[config.mk]
export PLATFORM = sky130hd
export DESIGN_NAME = ow_master
export DESIGN_NICKNAME = d
export VERILOG_FILES = /design/src/rtl/ow_pkg.sv /design/src/rtl/ow_tick_gen.sv /design/src/rtl/ow_sync.sv /design/src/rtl/ow_slot_engine.sv /design/src/rtl/ow_ctrl.sv /design/src/rtl/ow_master.sv
export SDC_FILE = /design/constraint.sdc
export NUM_CORES = 1
export LEC_CHECK = 0
export ABC_AREA = 1
export BUFFER_PORTS_ARGS = -buffer_cell sky130_fd_sc_hd__buf_4
export CAP_MARGIN = 20
export CELL_PAD_IN_SITES_DETAIL_PLACEMENT = 1
export CELL_PAD_IN_SITES_GLOBAL_PLACEMENT = 1
export CORE_MARGIN = 2
export CORE_UTILIZATION = 39
export DETAILED_ROUTE_END_ITERATION = 10
export PLACE_DENSITY_LB_ADDON = 0.3
export SKIP_CTS_REPAIR_TIMING = 1
export SYNTH_ARGS = -nofsm -noshare
export SYNTH_HDL_FRONTEND = slang
export SYNTH_HIERARCHICAL = 1
export SYNTH_SLANG_ARGS = --single-unit
[constraint.sdc]
create_clock -name clk -period 2.6 [get_ports clk]
set_clock_uncertainty 0.05 [all_clocks]
set_input_delay 0.52 -clock clk [delete_from_list [all_inputs] [get_ports clk]]
set_output_delay 0.52 -clock clk [all_outputs]
set_load 0.005 [all_outputs]
[src/rtl/ow_pkg.sv]
package ow_pkg;

  localparam int unsigned RST_LOW_US  = 480;
  localparam int unsigned RST_SAMP_US = 70;
  localparam int unsigned RST_TAIL_US = 410;
  localparam int unsigned W1_LOW_US   = 6;
  localparam int unsigned W1_TAIL_US  = 64;
  localparam int unsigned W0_LOW_US   = 60;
  localparam int unsigned W0_TAIL_US  = 10;
  localparam int unsigned RD_LOW_US   = 6;
  localparam int unsigned RD_SAMP_US  = 9;
  localparam int unsigned RD_TAIL_US  = 55;

  localparam int unsigned US_CNT_W = $clog2(RST_LOW_US + 1);

  localparam logic [7:0]  ROM_READ_CMD = 8'h33;
  localparam int unsigned ROM_LEN      = 8;
  localparam int unsigned ID_BYTES     = 6;

  typedef logic [US_CNT_W-1:0] us_cnt_t;

  typedef enum logic [1:0] {
    OP_RESET = 2'd0,
    OP_WRITE = 2'd1,
    OP_READ  = 2'd2,
    OP_ROM   = 2'd3
  } ow_op_e;

  typedef enum logic [1:0] {
    SL_RESET = 2'd0,
    SL_W1    = 2'd1,
    SL_W0    = 2'd2,
    SL_READ  = 2'd3
  } slot_e;

  // Length of the driven-low phase of a slot, in microseconds.
  function automatic us_cnt_t low_us(slot_e k);
    case (k)
      SL_RESET: return us_cnt_t'(RST_LOW_US);
      SL_W1:    return us_cnt_t'(W1_LOW_US);
      SL_W0:    return us_cnt_t'(W0_LOW_US);
      default:  return us_cnt_t'(RD_LOW_US);
    endcase
  endfunction

  // Delay from release to the sample point; zero means no sample.
  function automatic us_cnt_t samp_us(slot_e k);
    case (k)
      SL_RESET: return us_cnt_t'(RST_SAMP_US);
      SL_READ:  return us_cnt_t'(RD_SAMP_US);
      default:  return '0;
    endcase
  endfunction

  // Released time after the sample (or after release when unsampled).
  function automatic us_cnt_t tail_us(slot_e k);
    case (k)
      SL_RESET: return us_cnt_t'(RST_TAIL_US);
      SL_W1:    return us_cnt_t'(W1_TAIL_US);
      SL_W0:    return us_cnt_t'(W0_TAIL_US);
      default:  return us_cnt_t'(RD_TAIL_US);
    endcase
  endfunction

endpackage

[src/rtl/ow_tick_gen.sv]
module ow_tick_gen #(
  parameter int unsigned DIV = 50
) (
  input  logic clk,
  input  logic rst_n,
  input  logic clr,
  output logic tick
);
  localparam int unsigned CW = (DIV > 1) ? $clog2(DIV) : 1;

  logic [CW-1:0] cnt_q, cnt_n;

  assign tick = (cnt_q == CW'(DIV - 1));

  always_comb begin
    if (clr || tick) cnt_n = '0;
    else             cnt_n = cnt_q + 1'b1;
  end

  always_ff @(posedge clk or negedge rst_n) begin
    if (!rst_n) cnt_q <= '0;
    else        cnt_q <= cnt_n;
  end
endmodule

[src/rtl/ow_sync.sv]
module ow_sync #(
  parameter int unsigned STAGES = 2
) (
  input  logic clk,
  input  logic rst_n,
  input  logic d,
  output logic q
);
  logic [STAGES-1:0] ff_q;

  // Reset to the released (pulled-up) level.
  always_ff @(posedge clk or negedge rst_n) begin
    if (!rst_n) ff_q <= '1;
    else        ff_q <= {ff_q[STAGES-2:0], d};
  end

  assign q = ff_q[STAGES-1];
endmodule

[src/rtl/ow_slot_engine.sv]
module ow_slot_engine
  import ow_pkg::*;
(
  input  logic  clk,
  input  logic  rst_n,
  input  logic  tick,
  input  logic  start,
  input  slot_e kind,
  input  logic  line_s,
  output logic  drive_low,
  output logic  smp_valid,
  output logic  smp_val,
  output logic  slot_done
);
  typedef enum logic [1:0] {E_IDLE, E_LOW, E_REL, E_TAIL} eng_st_e;

  eng_st_e st_q, st_n;
  us_cnt_t cnt_q, cnt_n;
  us_cnt_t lim;
  slot_e   kind_q, kind_n;
  logic    drv_q, drv_n;
  logic    sv_q, sv_n;
  logic    sd_q, sd_n;
  logic    fin_q, fin_n;
  logic    last;

  always_comb begin
    case (st_q)
      E_LOW:   lim = low_us(kind_q);
      E_REL:   lim = samp_us(kind_q);
      default: lim = tail_us(kind_q);
    endcase
  end

  assign last = (cnt_q == lim - 1'b1);

  always_comb begin
    st_n   = st_q;
    cnt_n  = cnt_q;
    kind_n = kind_q;
    drv_n  = drv_q;
    sv_n   = 1'b0;
    sd_n   = sd_q;
    fin_n  = 1'b0;
    case (st_q)
      E_IDLE: begin
        if (start) begin
          st_n   = E_LOW;
          cnt_n  = '0;
          kind_n = kind;
          drv_n  = 1'b1;
        end
      end
      E_LOW: begin
        if (tick) begin
          if (last) begin
            drv_n = 1'b0;
            cnt_n = '0;
            st_n  = (samp_us(kind_q) != '0) ? E_REL : E_TAIL;
          end else begin
            cnt_n = cnt_q + 1'b1;
          end
        end
      end
      E_REL: begin
        if (tick) begin
          if (last) begin
            sv_n  = 1'b1;
            sd_n  = line_s;
            cnt_n = '0;
            st_n  = E_TAIL;
          end else begin
            cnt_n = cnt_q + 1'b1;
          end
        end
      end
      default: begin
        if (tick) begin
          if (last) begin
            fin_n = 1'b1;
            cnt_n = '0;
            st_n  = E_IDLE;
          end else begin
            cnt_n = cnt_q + 1'b1;
          end
        end
      end
    endcase
  end

  always_ff @(posedge clk or negedge rst_n) begin
    if (!rst_n) begin
      st_q   <= E_IDLE;
      cnt_q  <= '0;
      kind_q <= SL_RESET;
      drv_q  <= 1'b0;
      sv_q   <= 1'b0;
      sd_q   <= 1'b1;
      fin_q  <= 1'b0;
    end else begin
      st_q   <= st_n;
      cnt_q  <= cnt_n;
      kind_q <= kind_n;
      drv_q  <= drv_n;
      sv_q   <= sv_n;
      sd_q   <= sd_n;
      fin_q  <= fin_n;
    end
  end

  assign drive_low = drv_q;
  assign smp_valid = sv_q;
  assign smp_val   = sd_q;
  assign slot_done = fin_q;
endmodule

[src/rtl/ow_ctrl.sv]
module ow_ctrl
  import ow_pkg::*;
(
  input  logic        clk,
  input  logic        rst_n,
  input  logic        cmd_valid,
  input  logic [1:0]  cmd_op,
  input  logic [7:0]  cmd_data,
  input  logic        slot_done,
  input  logic        smp_valid,
  input  logic        smp_val,
  output logic        slot_start,
  output slot_e       slot_kind,
  output logic        busy,
  output logic        done,
  output logic        rd_valid,
  output logic [7:0]  rd_data,
  output logic        presence,
  output logic [7:0]  id_family,
  output logic [47:0] id_serial,
  output logic [7:0]  id_check
);
  typedef enum logic [1:0] {C_IDLE, C_RST, C_WR, C_RD} ctl_st_e;

  ctl_st_e    st_q, st_n;
  logic       rom_q, rom_n;
  logic [2:0] bit_q, bit_n;
  logic [2:0] byte_q, byte_n;
  logic [7:0] sh_q, sh_n;
  slot_e      kind_q, kind_n;
  logic       start_q, start_n;
  logic       done_q, done_n;
  logic       rdv_q, rdv_n;
  logic [7:0] rdd_q, rdd_n;
  logic       pres_q, pres_n;
  logic [7:0] fam_q, chk_q;
  logic       byte_end;

  // The final slot of a received byte has completed; sh_q holds the byte.
  assign byte_end = (st_q == C_RD) && slot_done && (bit_q == 3'd7);

  always_comb begin
    st_n    = st_q;
    rom_n   = rom_q;
    bit_n   = bit_q;
    byte_n  = byte_q;
    sh_n    = sh_q;
    kind_n  = kind_q;
    start_n = 1'b0;
    done_n  = 1'b0;
    rdv_n   = 1'b0;
    rdd_n   = rdd_q;
    pres_n  = pres_q;
    case (st_q)
      C_IDLE: begin
        if (cmd_valid) begin
          start_n = 1'b1;
          bit_n   = '0;
          byte_n  = '0;
          rom_n   = 1'b0;
          case (ow_op_e'(cmd_op))
            OP_RESET: begin
              st_n   = C_RST;
              kind_n = SL_RESET;
            end
            OP_WRITE: begin
              st_n   = C_WR;
              sh_n   = cmd_data;
              kind_n = cmd_data[0] ? SL_W1 : SL_W0;
            end
            OP_READ: begin
              st_n   = C_RD;
              kind_n = SL_READ;
            end
            default: begin
              st_n   = C_RST;
              rom_n  = 1'b1;
              kind_n = SL_RESET;
            end
          endcase
        end
      end
      C_RST: begin
        if (smp_valid) pres_n = ~smp_val;
        if (slot_done) begin
          if (rom_q) begin
            st_n    = C_WR;
            sh_n    = ROM_READ_CMD;
            bit_n   = '0;
            kind_n  = ROM_READ_CMD[0] ? SL_W1 : SL_W0;
            start_n = 1'b1;
          end else begin
            st_n   = C_IDLE;
            done_n = 1'b1;
          end
        end
      end
      C_WR: begin
        if (slot_done) begin
          if (bit_q == 3'd7) begin
            if (rom_q) begin
              st_n    = C_RD;
              bit_n   = '0;
              byte_n  = '0;
              kind_n  = SL_READ;
              start_n = 1'b1;
            end else begin
              st_n   = C_IDLE;
              done_n = 1'b1;
            end
          end else begin
            bit_n   = bit_q + 1'b1;
            sh_n    = {1'b0, sh_q[7:1]};
            kind_n  = sh_q[1] ? SL_W1 : SL_W0;
            start_n = 1'b1;
          end
        end
      end
      default: begin
        if (smp_valid) sh_n = {smp_val, sh_q[7:1]};
        if (slot_done) begin
          if (bit_q == 3'd7) begin
            if (rom_q && (byte_q != 3'(ROM_LEN - 1))) begin
              byte_n  = byte_q + 1'b1;
              bit_n   = '0;
              start_n = 1'b1;
            end else begin
              st_n   = C_IDLE;
              done_n = 1'b1;
              if (!rom_q) begin
                rdv_n = 1'b1;
                rdd_n = sh_q;
              end
            end
          end else begin
            bit_n   = bit_q + 1'b1;
            start_n = 1'b1;
          end
        end
      end
    endcase
  end

  always_ff @(posedge clk or negedge rst_n) begin
    if (!rst_n) begin
      st_q    <= C_IDLE;
      rom_q   <= 1'b0;
      bit_q   <= '0;
      byte_q  <= '0;
      sh_q    <= '0;
      kind_q  <= SL_RESET;
      start_q <= 1'b0;
      done_q  <= 1'b0;
      rdv_q   <= 1'b0;
      rdd_q   <= '0;
      pres_q  <= 1'b0;
    end else begin
      st_q    <= st_n;
      rom_q   <= rom_n;
      bit_q   <= bit_n;
      byte_q  <= byte_n;
      sh_q    <= sh_n;
      kind_q  <= kind_n;
      start_q <= start_n;
      done_q  <= done_n;
      rdv_q   <= rdv_n;
      rdd_q   <= rdd_n;
      pres_q  <= pres_n;
    end
  end

  // Family and check bytes: first and last of the identity sequence.
  always_ff @(posedge clk or negedge rst_n) begin
    if (!rst_n) begin
      fam_q <= '0;
      chk_q <= '0;
    end else begin
      if (byte_end && rom_q && (byte_q == 3'd0))                 fam_q <= sh_q;
      if (byte_end && rom_q && (byte_q == 3'(ROM_LEN - 1)))      chk_q <= sh_q;
    end
  end

  // One capture register per serial byte.
  for (genvar g = 0; g < ID_BYTES; g++) begin : g_serial
    logic       cap_en;
    logic [7:0] cap_q;
    assign cap_en = byte_end && rom_q && (byte_q == 3'(g + 1));
    always_ff @(posedge clk or negedge rst_n) begin
      if (!rst_n)      cap_q <= '0;
      else if (cap_en) cap_q <= sh_q;
    end
    assign id_serial[g*8 +: 8] = cap_q;
  end

  assign slot_start = start_q;
  assign slot_kind  = kind_q;
  assign busy       = (st_q != C_IDLE);
  assign done       = done_q;
  assign rd_valid   = rdv_q;
  assign rd_data    = rdd_q;
  assign presence   = pres_q;
  assign id_family  = fam_q;
  assign id_check   = chk_q;
endmodule

[src/rtl/ow_master.sv]
module ow_master
  import ow_pkg::*;
#(
  parameter int unsigned CLK_MHZ     = 50,
  parameter int unsigned SYNC_STAGES = 2
) (
  input  logic        clk,
  input  logic        rst_n,
  input  logic        cmd_valid,
  input  logic [1:0]  cmd_op,
  input  logic [7:0]  cmd_data,
  output logic        busy,
  output logic        done,
  input  logic        ow_in,
  output logic        ow_drive_low,
  output logic        rd_valid,
  output logic [7:0]  rd_data,
  output logic        presence,
  output logic [7:0]  id_family,
  output logic [47:0] id_serial,
  output logic [7:0]  id_check
);
  logic  tick;
  logic  line_s;
  logic  slot_start;
  slot_e slot_kind;
  logic  slot_done;
  logic  smp_valid;
  logic  smp_val;

  ow_tick_gen #(.DIV(CLK_MHZ)) u_tick (
    .clk  (clk),
    .rst_n(rst_n),
    .clr  (slot_start),
    .tick (tick)
  );

  ow_sync #(.STAGES(SYNC_STAGES)) u_sync (
    .clk  (clk),
    .rst_n(rst_n),
    .d    (ow_in),
    .q    (line_s)
  );

  ow_slot_engine u_slot (
    .clk      (clk),
    .rst_n    (rst_n),
    .tick     (tick),
    .start    (slot_start),
    .kind     (slot_kind),
    .line_s   (line_s),
    .drive_low(ow_drive_low),
    .smp_valid(smp_valid),
    .smp_val  (smp_val),
    .slot_done(slot_done)
  );

  ow_ctrl u_ctrl (
    .clk       (clk),
    .rst_n     (rst_n),
    .cmd_valid (cmd_valid),
    .cmd_op    (cmd_op),
    .cmd_data  (cmd_data),
    .slot_done (slot_done),
    .smp_valid (smp_valid),
    .smp_val   (smp_val),
    .slot_start(slot_start),
    .slot_kind (slot_kind),
    .busy      (busy),
    .done      (done),
    .rd_valid  (rd_valid),
    .rd_data   (rd_data),
    .presence  (presence),
    .id_family (id_family),
    .id_serial (id_serial),
    .id_check  (id_check)
  );
endmodule

==> metrics.txt, run 1 <==
largest net degree at the start of global routing a little under 50; row count between 40 and 50; Post-DRT Antenna Nets 0; CP required 2.90 ns; starting DRC count in detailed routing 258; asr flop ratio synth 100%; fin area ~8000 um2; Total Nets Final ~900; starting density of the core about two fifths; RSZ-0062 raised after global routing true; Yosys warnings 6; P_leak 3.99 nW; r2r worst-path depth 18; Remaining Overflow, GRT 0; Power Density about 760 nW/um2; pre-CTS setup slack -0.125 ns; chip height 131 um; commonest non-fill, non-tap cell in the layout nand2_1; Core Box Area between 15,000 and 20,000 um2; Mapped Area 6300 um2; DP Area approximately 7200 um2; Pre-antenna DRT Iters 5; die area about 17,000 um2; CTS tree built; Switching Power ~2.1 mW; synthesized netlist cell count between 700 and 800; PortBufs 90; Final WS setup -0.0760 ns; number of synthesized flops with an enable pin 0; Worst Setup Path Type flop to flop; Reg2Reg Setup Slack -0.08 ns; violated checks setup timing; GRT Total Usage a little over a fifth; status finished with violations; reg-to-reg startpoint u_slot/st_q[1]$_DFFE_PN0P_; routed via count between 5k and 6k; crit path launch u_slot/st_q[1]$_DFFE_PN0P_; multi-input logic area about 3000 um2; min Tclk post-route around 2.7 ns; Seq cells post-synth 120; H-tree depth 4; vias in the first global route ~5.8k; clk_lat worst skew slightly above 0.4 ns; Least-Margin Pin Slew roughly 0.68 ns; Post-DP HPWL roughly 13,000 um; DIE WIDTH around 130 um; final hold viol count 0; Internal ~4.0 mW; Cell variety after synth slightly above 40; total negative slack -0.516 ns; TritonCTS Buffers 17; io pins just over 90; Clk pwr share 39.9%; Total Power ~6.1 mW; Slew headroom between 50% and 60%; Startpoint Class flop; most frequent cells in the layout 203 x nand2_1, 116 x dfrtp_1, 110 x buf_4; main flop type after synthesis dfrtp_1; Syn Nets 769; sequential share of the synthesized area between 40% and 50%; fill count 1,859; area added between synthesis and finish 27.2%; Sink Count 120; first-pass GRT wire length between 20,000 and 30,000 um; Seq pwr share a little over a third; placer congestion estimate 0.887; crit-path max FO 5; Antenna diodes 0; CTS max path bufs 2; total length of routed wires about 18,000 um; Critical Path AT about 3 ns; Syn Area/Cell 8.74 um2; Critical Path End u_slot/st_q[1]$_DFFE_PN0P_; # setup viols final 11; Switching Share a little over a third; CTS clk-pin slew, worst paths approximately 0.050 ns; Max Transition Viols Final 0; Max-cap violations 0; Hold Path Class input port to flop; Max IR drop VDD roughly 0.54 mV; final period utilization 103%; FMAX ~370 MHz; antenna violations before repair 0; share of cells above drive strength 1 around 28%; clk root buf clkbuf_16; DR WL/cell ~17 um; Gate power share approximately 25%; R2R Path End u_slot/st_q[1]$_DFFE_PN0P_; critical path capture point type flop; Post-route DRC 0; register area 3010 um2; Vias/cell 5.04
[through the flow]
stage               hold WS [ns]  utilization, %  instances
global route               0.151            50.7       1063
CTS                      -0.0725            49.5       1057
finish                     0.169            50.7       1063
floorplan                  0.174               -        721
global placement           0.297            45.6       1025
detailed placement         0.302            45.6       1025
[area by class of cell]
| class | count | share of cell area (%) |
|---|---|---|
| sequential | 120 | 37.5 |
| multi-input combinational | 510 | 37.2 |
| timing repair buffer | 112 | 10.7 |
| clock buffer | 19 | 5.65 |
| inverter | 73 | 3.48 |
| tap | 216 | 3.37 |
| clock inverter | 13 | 2.11 |
[flip-flops by register name (all words and copies together) (netlist names), 6 cells and up]
name	cells
u_slot/cnt_q	9
u_ctrl/g_serial.cap_q	48
u_ctrl/id_check	8
u_ctrl/rd_data	8
u_ctrl/id_family	8
u_ctrl/sh_q	8
u_tick/cnt_q	6
[synth_stat cells, drive strengths merged (2+ instances only)]
master | n | area share, %
nand2 | 225 | 14
dfrtp | 117 | 46
o21ai | 92 | 8.3
inv | 73 | 4.4
nor2 | 56 | 4.1
nand3 | 44 | 5.1
ha | 34 | 6.7
buf | 16 | 2.5
nand4 | 14 | 1.5
a21oi | 13 | 1.3
o22ai | 6 | 0.60
xor2 | 6 | 0.83
a22oi | 4 | 0.48
dfstp | 3 | 1.3
nor3 | 3 | 0.24
or2 | 3 | 0.30
clkbuf | 2 | 0.12
o21bai | 2 | 0.48
xnor2 | 2 | 0.28
[critical path, cell delays in order (launching register included)]
cell     delay, ns
dfrtp_1       0.37
inv_2         0.07
ha_4          0.31
inv_6         0.05
a21oi_2       0.09
nand2_1       0.07
nand2_2       0.10
ha_4          0.21
xnor2_2       0.14
a21oi_2       0.14
o21ai_1       0.08
nor2_1        0.14
nand2_2       0.10
nor2_4        0.18
nand4_4       0.14
nand2_4       0.13
buf_4         0.11
nand3_1       0.06
nand2_1       0.08
[logic make-up (layout without fill, tap and decap cells)]
group / Yosys count / after routing / synth area share [%]
AND/OR/NAND/NOR: 347 / 347 / 25.6
flip-flops: 120 / 120 / 47.7
buffers and inverters: 91 / 217 / 7.01
XOR/XNOR: 9 / 9 / 1.47
adder cells (fa/ha/maj): 34 / 34 / 6.75
AO/OA/AOI/OAI: 120 / 120 / 11.5
[worst min path at each step]
| stage | from | endpoint | slack (ns) | cells after the start |
|---|---|---|---|---|
| global route | ow_in | u_sync/ff_q[0]$_DFF_PN1_ | 0.15 | 1 |
| finish | ow_in | u_sync/ff_q[0]$_DFF_PN1_ | 0.17 | 1 |
| CTS | rst_n | u_ctrl/g_serial[0].cap_q[5]$_DFFE_PN0P_ | -0.07 | 1 |
| floorplan | rst_n | u_ctrl/bit_q[0]$_DFFE_PN0P_ | 0.17 | 0 |
| global placement | u_sync/ff_q[0]$_DFF_PN1_ | u_sync/ff_q[1]$_DFF_PN1_ | 0.30 | 0 |
| detailed placement | u_sync/ff_q[0]$_DFF_PN1_ | u_sync/ff_q[1]$_DFF_PN1_ | 0.30 | 0 |
[power groups by stage]
stage / Clock (mW) / Combinational [mW] / Sequential [mW]
floorplan: 0 / 1.03 / 2.16
global placement: 0 / 1.43 / 2.19
detailed placement: 0 / 1.48 / 2.20
CTS: 2.49 / 1.51 / 2.18
global route: 2.56 / 1.69 / 2.21
finish: 2.45 / 1.51 / 2.18
[metal layers]
layer / global-route usage [%] / routed length [um] / vias to the layer above
met5: 0 / 0 / -
met4: 6.04 / 290 / 0
met3: 4.67 / 698 / 18
met2: 37.5 / 9490 / 95
met1: 27.6 / 7990 / 2683
li1: - / - / 2563
Power figures use the tool's default switching activity.
==> run 2, diff against run 1 <==
ABC_AREA = unset   (was 1)
CORE_UTILIZATION = 49   (was 39)
clock period = 3.4 ns   (was 2.6 ns; I/O delays follow)
==> run 2 against run 1 <==
Net effect:
- the flow now finishes without violations
- non-clock buffer count is 5 lower
- die area decreased by 21%
- first-iteration DRC count is 6.6% higher
- sequential cell count stayed put
- sequential share of layout area increased by 1.1 points
- synthesized cell count down 25%
- core utilization rose by 12 points
- hold slack hardly changed
- maximum frequency down 21%
- final cell count down 22%
- clock-buffer cell count is 3 higher
- highest routed layer unchanged
==> metrics.txt, run 2 <==
starting density of the core slightly below 50%; Startpoint Class flop; antenna violations before repair 0; Max-cap violations 0; most frequent cells in the layout 116 x dfrtp_1, 105 x buf_4, 58 x nand2_1; max reg flops between 40 and 50; Total Nets Final just under 700; Syn Nets 590; Clk pwr share approximately two fifths; min Tclk post-route 3.38 ns; TritonCTS Buffers 17; PortBufs 90; Worst Setup Path Type flop to flop; Yosys warnings 6; total length of routed wires between 15,000 and 20,000 um; Max Transition Viols Final 0; io pins just over 90; Post-route DRC 0; Cell variety after synth 70; Post-synth top cells 117 x dfrtp_1, 59 x nand2_1, 55 x mux2_2, 34 x ha_1, 26 x inv_1; final hold viol count 0; Crit-path slowest cell or4_4; Max IR drop VDD ~0.38 mV; Gate power share between 20% and 30%; largest register by flop count u_ctrl/g_serial.cap_q; CTS tree built; Power Density 606 nW/um2; Post-DRT Antenna Nets 0; Switching Share between 30% and 40%; area added between synthesis and finish 25.4%; crit-path max FO 7; # setup viols final 0; GRT Total Usage 27.2%; CP required between 3 and 4 ns; post-placement cell count approximately 800; most frequent cell after synthesis dfrtp_1; Slew headroom just under 50%; DIE WIDTH ~120 um; routed via count 4,618; Internal about 3.2 mW; critical path capture point type flop; FMAX 296 MHz; P_leak around 3.9 nW; commonest non-fill, non-tap cell in the layout dfrtp_1; Seq cells post-synth between 100 and 150; Critical Path AT 3.62 ns; main flop type after synthesis dfrtp_1; Core Box Area roughly 13,000 um2; Critical Path Max Stage Delay 0.51 ns; Reg2Reg Setup Slack between 0.02 and 0.025 ns; number of synthesized flops with an enable pin 0; Remaining Overflow, GRT 0; first-pass GRT wire length approximately 28,000 um; Hold Path Class input port to async pin; row count 41; status finished, final reports clean; chip height 117 um; final period utilization 99.4%; vias in the first global route about 5k; largest registers u_ctrl/g_serial.cap_q: 48 flops, u_slot/cnt_q: 9 flops; cell mode on critical path and2_4; top cell type's share of synthesized area 47.1%; Synth area leaders dfrtp_1 47%, mux2_2 10%, ha_1 6.8%; synthesized netlist cell count approximately 540; post-layout util 62.2%; CTS clk-pin slew, worst paths around 0.050 ns; Vias/cell around 5.6; Pre-antenna DRT Iters 5; DR WL/cell 21.9 um; starting DRC count in detailed routing 275; Antenna diodes 0; placer congestion estimate around 0.9; H-tree depth 4; Mapped Area a little over 6000 um2; clk_lat worst skew 0.42 ns; Switching Power ~1.6 mW; Sink Count 120; largest net degree at the start of global routing between 80 and 90; final std cells w/o fill 828; Total Power 4.72 mW; crit-path cells inv_2, ha_4, nand2b_1, and2_4, ha_2, and2_4, a32oi_2, or4_4, buf_6, xor2_2, a31oi_2, nor4_4, a21oi_2, mux2_4; sequential share of the synthesized area roughly half; die area ~14,000 um2; CTS max path bufs 2; asr flop ratio synth 100%; Syn Area/Cell roughly 11 um2; RSZ-0062 raised after global routing true; Seq pwr share approximately two fifths; cell taking the most area after synthesis dfrtp_1; clk root buf clkbuf_16; Post-DP HPWL 11,600 um; Least-Margin Pin Slew a little under 0.8 ns; share of cells above drive strength 1 about two fifths
==> run 2: power groups by stage <==
stage	Combinational, mW	Clock [mW]	Sequential (mW)
floorplan	0.846	0	1.65
global placement	0.912	0	1.83
detailed placement	0.965	0	1.85
CTS	1.03	1.86	1.84
global route	1.15	1.92	1.86
finish	1.04	1.84	1.84
==> run 2: path summary, 6_finish.rpt <==
| check | startpoint | endpoint | cells after the start |
|---|---|---|---|
| min in group clk | u_sync/ff_q[0]$_DFF_PN1_ | u_sync/ff_q[1]$_DFF_PN1_ | 0 |
| setup / recovery | u_slot/st_q[0]$_DFFE_PN0P_ | u_slot/st_q[0]$_DFFE_PN0P_ | 14 |
| hold / removal | rst_n | u_slot/cnt_q[7]$_DFFE_PN0P_ | 1 |
| setup reg to reg | u_slot/st_q[0]$_DFFE_PN0P_ | u_slot/st_q[0]$_DFFE_PN0P_ | 14 |
| max in group asynchronous | rst_n | u_slot/kind_q[0]$_DFFE_PN0P_ | 2 |
| hold reg to reg | u_sync/ff_q[0]$_DFF_PN1_ | u_sync/ff_q[1]$_DFF_PN1_ | 0 |
==> run 2: final cells by class <==
cell class	count	area [um2]
fill	1319	4730
tap	172	215
clock buffer	22	474
timing repair buffer	107	820
inverter	28	105
sequential	120	3010
clock inverter	9	123
multi-input combinational	370	3050
==> run 2: stage by stage <==
step | setup WS [ns] | cell area (um2) | setup TNS [ns] | hold slack, ns
final | 0.0208 | 7790 | 0 | 0.169
after CTS | -0.0756 | 7710 | -0.556 | 0.171
after global placement | 0.0873 | 7110 | 0 | 0.297
after global routing | -0.127 | 7790 | -1.07 | 0.196
after detailed placement | -0.0624 | 7110 | -0.466 | 0.299
after floorplan | 0.00788 | 6230 | 0 | 0.295
==> run 2: routing by layer <==
metal  GRT usage [%]  wire, um  vias to the layer above  share of wire, %
li1                -         -                     2092                 -
met2            45.9      9230                      129                51
met3            6.23       815                       30               4.5
met1            34.4      7680                     2367                42
met5               0         0                        -                 0
met4            10.1       371                        0               2.1
==> run 2: kinds of logic after synthesis <==
| kind of cell | after synthesis | share of synthesized area (%) |
|---|---|---|
| multiplexers | 83 | 16.0 |
| XOR/XNOR | 17 | 2.40 |
| AO/OA/AOI/OAI | 79 | 8.21 |
| flip-flops | 120 | 48.4 |
| AND/OR/NAND/NOR | 157 | 14.0 |
| buffers and inverters | 52 | 4.17 |
| adder cells (fa/ha/maj) | 34 | 6.85 |
==> run 2: critical path, delay by kind of cell (launching register included) <==
| family | cells | cell delay, ns |
|---|---|---|
| compound gates | 3 | 0.37 |
| xor+xnor | 1 | 0.15 |
| fa+ha+maj | 2 | 0.48 |
| buf+inv | 2 | 0.21 |
| flops | 1 | 0.42 |
| mux | 1 | 0.32 |
| simple gates | 5 | 1.26 |
